<file path="src/rtl/ata_fe_pkg.sv">
package ata_fe_pkg;
  typedef enum logic [2:0] {
    TF_DATA   = 3'd0,
    TF_ERRFT  = 3'd1,
    TF_COUNT  = 3'd2,
    TF_LBA0   = 3'd3,
    TF_LBA1   = 3'd4,
    TF_LBA2   = 3'd5,
    TF_DEVSEL = 3'd6,
    TF_STCMD  = 3'd7
  } tf_addr_e;

  localparam logic [2:0] CTL_ADDR  = 3'd6;
  localparam int         CTL_NIEN  = 1;
  localparam int         CTL_SRST  = 2;
  localparam int         STAT_BUSY = 7;
  localparam int         TF_DEPTH  = 8;

  function automatic logic [7:0] tf_default(input logic [2:0] idx);
    return (idx == TF_COUNT || idx == TF_LBA0) ? 8'h01 : 8'h00;
  endfunction
endpackage

</file>
<file path="src/rtl/ata_fe_sync.sv">
module ata_fe_sync #(
  parameter int   STAGES = 2,
  parameter logic INIT   = 1'b1
) (
  input  logic clk,
  input  logic rst,
  input  logic din,
  output logic q,
  output logic rise
);
  logic [STAGES-1:0] chain;
  logic              prev;

  always_ff @(posedge clk) begin
    if (rst) chain[0] <= INIT;
    else     chain[0] <= din;
  end

  for (genvar i = 1; i < STAGES; i++) begin : g_stage
    always_ff @(posedge clk) begin
      if (rst) chain[i] <= INIT;
      else     chain[i] <= chain[i-1];
    end
  end

  always_ff @(posedge clk) begin
    if (rst) prev <= INIT;
    else     prev <= chain[STAGES-1];
  end

  assign q    = chain[STAGES-1];
  assign rise = chain[STAGES-1] & ~prev;
endmodule

</file>
<file path="src/rtl/ata_fe_taskfile.sv">
module ata_fe_taskfile
  import ata_fe_pkg::*;
#(
  parameter int BYTE_W = 8
) (
  input  logic              clk,
  input  logic              rst,
  input  logic              srst,
  input  logic              wr_en,
  input  logic [2:0]        wr_idx,
  input  logic [BYTE_W-1:0] wr_byte,
  input  logic [2:0]        rd_idx,
  output logic [BYTE_W-1:0] rd_byte
);
  logic [BYTE_W-1:0] regs [TF_DEPTH];

  always_ff @(posedge clk) begin
    if (rst || srst) begin
      for (int i = 0; i < TF_DEPTH; i++)
        regs[i] <= BYTE_W'(tf_default(3'(i)));
    end else if (wr_en) begin
      regs[wr_idx] <= wr_byte;
    end
  end

  assign rd_byte = regs[rd_idx];
endmodule

</file>
<file path="src/rtl/ata_fe_ctrl.sv">
module ata_fe_ctrl
  import ata_fe_pkg::*;
#(
  parameter int BYTE_W = 8
) (
  input  logic              clk,
  input  logic              rst,
  input  logic              ctl_wr,
  input  logic [BYTE_W-1:0] ctl_byte,
  input  logic              set_irq,
  input  logic              clr_irq,
  output logic              nien,
  output logic              srst,
  output logic              intrq
);
  logic pend_q, pend_d, nien_d, srst_d;

  always_comb begin
    nien_d = ctl_wr ? ctl_byte[CTL_NIEN] : nien;
    srst_d = ctl_wr ? ctl_byte[CTL_SRST] : srst;
    pend_d = pend_q;
    if (clr_irq) pend_d = 1'b0;
    if (set_irq) pend_d = 1'b1;
    if (srst_d)  pend_d = 1'b0;
  end

  always_ff @(posedge clk) begin
    if (rst) begin
      nien   <= 1'b0;
      srst   <= 1'b0;
      pend_q <= 1'b0;
      intrq  <= 1'b0;
    end else begin
      nien   <= nien_d;
      srst   <= srst_d;
      pend_q <= pend_d;
      intrq  <= pend_d & ~nien_d;
    end
  end
endmodule

</file>
<file path="src/rtl/ata_taskfile_fe.sv">
module ata_taskfile_fe
  import ata_fe_pkg::*;
#(
  parameter int DATA_W      = 16,
  parameter int SYNC_STAGES = 2
) (
  input  logic              clk,
  input  logic              rst,
  input  logic              hrst_n,
  input  logic              strap_n,
  input  logic              cs0_n,
  input  logic              cs1_n,
  input  logic [2:0]        addr,
  input  logic              rd_n,
  input  logic              wr_n,
  input  logic [DATA_W-1:0] wdata,
  output logic [DATA_W-1:0] rdata,
  output logic              rdata_oe,
  output logic              word_n,
  output logic              intrq,
  output logic              is_master,
  input  logic [7:0]        be_status,
  input  logic [7:0]        be_error,
  input  logic              be_set_irq,
  input  logic [DATA_W-1:0] be_rd_word,
  output logic              be_rd_pop,
  output logic [DATA_W-1:0] be_wr_word,
  output logic              be_wr_valid,
  output logic [7:0]        cmd_code,
  output logic              cmd_valid
);
  localparam int BYTE_W = DATA_W / 2;

  logic hrst_q, hrst_rise_unused;
  logic core_rst;
  logic rd_q, rd_rise, wr_q, wr_rise;

  ata_fe_sync #(.STAGES(SYNC_STAGES), .INIT(1'b1)) u_hrst_sync (
    .clk(clk), .rst(rst), .din(hrst_n), .q(hrst_q), .rise(hrst_rise_unused));

  assign core_rst = rst | ~hrst_q;

  ata_fe_sync #(.STAGES(SYNC_STAGES), .INIT(1'b1)) u_rd_sync (
    .clk(clk), .rst(core_rst), .din(rd_n), .q(rd_q), .rise(rd_rise));

  ata_fe_sync #(.STAGES(SYNC_STAGES), .INIT(1'b1)) u_wr_sync (
    .clk(clk), .rst(core_rst), .din(wr_n), .q(wr_q), .rise(wr_rise));

  // address decode
  logic sel_tf, sel_cb, sel_ctl, is_data, is_stcmd, is_plain;
  assign sel_tf   = ~cs0_n & cs1_n;
  assign sel_cb   = cs0_n & ~cs1_n;
  assign sel_ctl  = sel_cb & (addr == CTL_ADDR);
  assign is_data  = sel_tf & (addr == TF_DATA);
  assign is_stcmd = sel_tf & (addr == TF_STCMD);
  assign is_plain = sel_tf & (addr >= TF_COUNT) & (addr <= TF_DEVSEL);

  logic nien, srst;
  logic tf_wr, ctl_wr, clr_irq;
  logic [BYTE_W-1:0] tf_rd_byte;
  logic [7:0] status_byte;

  assign tf_wr   = wr_rise & is_plain & ~srst;
  assign ctl_wr  = wr_rise & sel_ctl;
  assign clr_irq = rd_rise & is_stcmd;

  ata_fe_taskfile #(.BYTE_W(BYTE_W)) u_tf (
    .clk(clk), .rst(core_rst), .srst(srst), .wr_en(tf_wr), .wr_idx(addr),
    .wr_byte(wdata[BYTE_W-1:0]), .rd_idx(addr), .rd_byte(tf_rd_byte));

  ata_fe_ctrl #(.BYTE_W(BYTE_W)) u_ctrl (
    .clk(clk), .rst(core_rst), .ctl_wr(ctl_wr), .ctl_byte(wdata[BYTE_W-1:0]),
    .set_irq(be_set_irq), .clr_irq(clr_irq), .nien(nien), .srst(srst),
    .intrq(intrq));

  always_comb begin
    status_byte            = be_status;
    status_byte[STAT_BUSY] = be_status[STAT_BUSY] | srst;
  end

  logic [DATA_W-1:0] rdata_d;
  always_comb begin
    rdata_d = '0;
    if (is_data)                            rdata_d = be_rd_word;
    else if (sel_tf && addr == TF_ERRFT)    rdata_d = DATA_W'(be_error);
    else if (is_stcmd || sel_ctl)           rdata_d = DATA_W'(status_byte);
    else if (is_plain)                      rdata_d = DATA_W'(tf_rd_byte);
  end

  always_ff @(posedge clk) begin
    if (core_rst) begin
      rdata       <= '0;
      rdata_oe    <= 1'b0;
      word_n      <= 1'b1;
      is_master   <= 1'b0;
      be_rd_pop   <= 1'b0;
      be_wr_word  <= '0;
      be_wr_valid <= 1'b0;
      cmd_code    <= '0;
      cmd_valid   <= 1'b0;
    end else begin
      rdata       <= rdata_d;
      rdata_oe    <= ~rd_q & (sel_tf | sel_cb);
      word_n      <= ~is_data;
      is_master   <= ~strap_n;
      be_rd_pop   <= rd_rise & is_data;
      be_wr_valid <= wr_rise & is_data & ~srst;
      cmd_valid   <= wr_rise & is_stcmd & ~srst;
      if (wr_rise && is_data && !srst)  be_wr_word <= wdata;
      if (wr_rise && is_stcmd && !srst) cmd_code   <= wdata[7:0];
    end
  end
endmodule

</file>
<file path="config.mk">
export PLATFORM = sky130hd
export DESIGN_NAME = ata_taskfile_fe
export DESIGN_NICKNAME = d
export VERILOG_FILES = /design/src/rtl/ata_fe_pkg.sv /design/src/rtl/ata_fe_sync.sv /design/src/rtl/ata_fe_taskfile.sv /design/src/rtl/ata_fe_ctrl.sv /design/src/rtl/ata_taskfile_fe.sv
export SDC_FILE = /design/constraint.sdc
export NUM_CORES = 1
export LEC_CHECK = 0
export ABC_AREA = 1
export CAP_MARGIN = 40
export CORE_MARGIN = 3
export CORE_UTILIZATION = 32
export DETAILED_ROUTE_END_ITERATION = 6
export PLACE_DENSITY = 0.55
export SETUP_SLACK_MARGIN = 0.3
export SLEW_MARGIN = 20
export SYNTH_ARGS = -nofsm -noshare
export SYNTH_HDL_FRONTEND = slang
export SYNTH_HIERARCHICAL = 1
export SYNTH_SLANG_ARGS = --single-unit
</file>
<file path="constraint.sdc">
create_clock -name clk -period 1.8 [get_ports clk]
set_input_delay 0.18 -clock clk [delete_from_list [all_inputs] [get_ports clk]]
set_output_delay 0.18 -clock clk [all_outputs]
set_load 0.03 [all_outputs]
</file>
==> summary.md <==
| Metric | Value |
|---|---|
| Maximum VDD drop | `644 uV` |
| Post-layout minimum cycle time | `1.67 ns` |
| Placer Congestion | `0.835` |
| Internal power | `0.00550 W` |
| Worst-skew pair later-pin latency | `0.42 ns` |
| Crit. Startpoint | `u_wr_sync/q` |
| Clock sinks | `122` |
| P_leak | `3.93 nW` |
| Tightest Pin Transition | `0.777 ns` |
| Mapped Area | `0.00552 mm2` |
| DR pass1 iterations | `4` |
| Final wirelength | `14.8 mm` |
| Status | `finished clean` |
| Reg-to-Reg Start | `u_wr_sync/q` |
| Global-route wire length before repair | `23.0 mm` |
| Initial antenna violation count | `0` |
| Switch Pwr | `0.00160 W` |
| Drt wl/cell | `14.1 um` |
| Buffer and inverter count on the worst path | `4` |
| Final-report setup violation count | `0` |
| ANT nets after route | `0` |
| Final Max Slew Viols | `0` |
| Antenna Cells | `0` |
| H-tree Lvls | `4` |
| Combinational Power Share | `9.6%` |
| Hold WS | `0.286 ns` |
| CP Max Fanout | `7` |
| Final Hold Viols | `0` |
| Layout Utilization | `48.7%` |
| Critical hold path startpoint | `be_rd_word[12]` |
| DRC | `0` |
| Clock skew | `0.0134 ns` |
| Storage element area | `0.00308 mm2` |
| CP Class | `flip-flop to flip-flop` |
| Final Cycle Share | `92.6%` |
| Num rows | `47` |
| Gr usage total | `16.1%` |
| Layout cells sized above 1 | `20.5%` |
| Post-Syn Instances | `672` |
| # IOs | `107` |
| Switching share of total power | `22.6%` |
| Filler cells | `1611` |
| Multi-input logic area | `0.00233 mm2` |
| Fmax | `0.600 GHz` |
| Critical-path top delay cell | `dfxtp_2` |
| Max-slew headroom | `48.1%` |
| GRT overflow | `0` |
| Critical Path Source Type | `flip-flop` |
| Number of max-cap violations | `0` |
| Die Ht | `137 um` |
| Slowest Stage Delay on Critical Path | `0.32 ns` |
| Post-Syn Nets | `734` |
| Initial Util | `32.9%` |
| RSZ-0062 raised after global routing | `yes` |
| Average footprint of a synthesized cell | `8.22 um2` |
| Vias in the first global route | `4645` |
| Synth warn | `6` |
| Clock transition at the registers of the reported paths | `0.05 ns` |
| Vias | `4638` |
| CTS root buffer | `clkbuf_16` |
| Crit path DAT | `1.94 ns` |
| Die X | `137 um` |
| PD cells | `871 mW/mm2` |
| CTS tree | `done` |
| Die ar. | `0.0189 mm2` |
| Synth-to-Final Area Change | `47.7%` |
| I/O Buffers | `106` |
| Register share of total power | `42.8%` |
| Required time worst endpoint | `2.07 ns` |
| CTS buffer count | `17` |
| Worst hold-check path type | `input pin to flip-flop` |
| Via density per instance | `4.42` |
| CP Cell Sequence | `inv_2 -> nor2_2 -> inv_2 -> nor2_1 -> inv_1 -> nor3_2 -> nand2_4 -> nor2_8 -> nand2_4 -> buf_12 -> nor2_4` |
| DR iter-0 viols | `210` |
| Largest net degree at the start of global routing | `26` |
| Max clock buf depth | `2` |
| Family with the most delay on the worst path | `simple AND/OR/NAND/NOR gates` |
| CP endpoint kind | `flip-flop` |
| Clock power frac | `47.7%` |
| Hpwl dp | `10.7 mm` |
| Fin nets | `879` |
| Core Box Area | `0.0168 mm2` |
==> what timing repair did <==
item,4_1_cts,5_1_grt
pin swaps,3,8
cloned,0,0
buffers inserted,1,4
gates resized for setup,96,85
hold buffers,0,0
setup endpoints to repair,175,159
==> cell usage in the layout, fill, tap and decap left out, drive strengths merged <==
cell type and instances:
a21oi 1, buf 38, bufinv 1, clkbuf 26, clkdlybuf4s50 58, clkinv 4, clkinvlp 1, dfxtp 58
dlygate4sd2 47, dlymetal6s2s 1, edfxtp 64, ha 2, inv 118, nand2 176, nand3 53, nand4 7
nor2 146, nor3 2, o21ai 25, or2 1
==> metrics by stage <==
stage	instances	TNS (ns)	power (W)	cell area, um2	setup WS, ns
after detailed placement	1013	-32.65	0.00373	7070	-0.300
after floorplan	672	-0.545	0.00341	5550	-0.00991
after global routing	1049	0	0.00738	8160	0.0122
final	1049	0	0.00710	8160	0.133
after CTS	1045	0	0.00715	7820	0.0902
after global placement	1013	-27.15	0.00372	7070	-0.258
==> power groups by stage <==
stage | combinational, W | sequential (W) | clock (W)
2_1_floorplan | 0.000294 | 0.00311 | 0
3_3_place_gp | 0.000624 | 0.00310 | 0
3_5_place_dp | 0.000630 | 0.00310 | 0
4_1_cts | 0.000657 | 0.00304 | 0.00345
5_1_grt | 0.000747 | 0.00304 | 0.00358
6_report | 0.000680 | 0.00304 | 0.00338
==> flip-flops by register name, indices dropped and copies added, names as in the netlist <==
signal	count
u_tf/regs	64
be_wr_word	16
rdata	16
cmd_code	8
be_rd_pop	1
be_wr_valid	1
cmd_valid	1
is_master	1
rdata_oe	1
u_ctrl/intrq	1
u_ctrl/nien	1
u_ctrl/pend_q	1
u_ctrl/srst	1
u_hrst_sync/chain	1
u_hrst_sync/q	1
u_rd_sync/chain	1
u_rd_sync/prev	1
u_rd_sync/q	1
u_wr_sync/chain	1
u_wr_sync/prev	1
u_wr_sync/q	1
word_n	1
==> tightest hold or removal path: stages <==
cell,delay [ns]
clkdlybuf4s50_1,0.39
inv_1,0.05
nor2_1,0.03
==> area by class of cell <==
type / instances / area share [%]
multi-input cells: 413 / 28.5
clock buffers: 26 / 6.66
clock inverters: 5 / 0.660
flip-flops and latches: 122 / 37.8
repair buffers: 144 / 17.4
inverters: 119 / 5.57
well taps: 220 / 3.37
==> final timing paths <==
path         cells past startpoint         endpoint  slack [ns]
min reg2reg                      2    u_hrst_sync/q        0.40
max reg2reg                     11  u_tf/regs[3][2]        0.13
max                             11  u_tf/regs[3][2]        0.13
min                              3        rdata[12]        0.29
==> layer usage <==
| layer | global-route usage, % | share of wire [%] |
|---|---|---|
| met5 | 0 | 0 |
| met4 | 4.82 | 1.3 |
| met3 | 5.73 | 6.0 |
| met2 | 26.1 | 49 |
| met1 | 20.1 | 44 |
(Power assumes the default switching activity.)
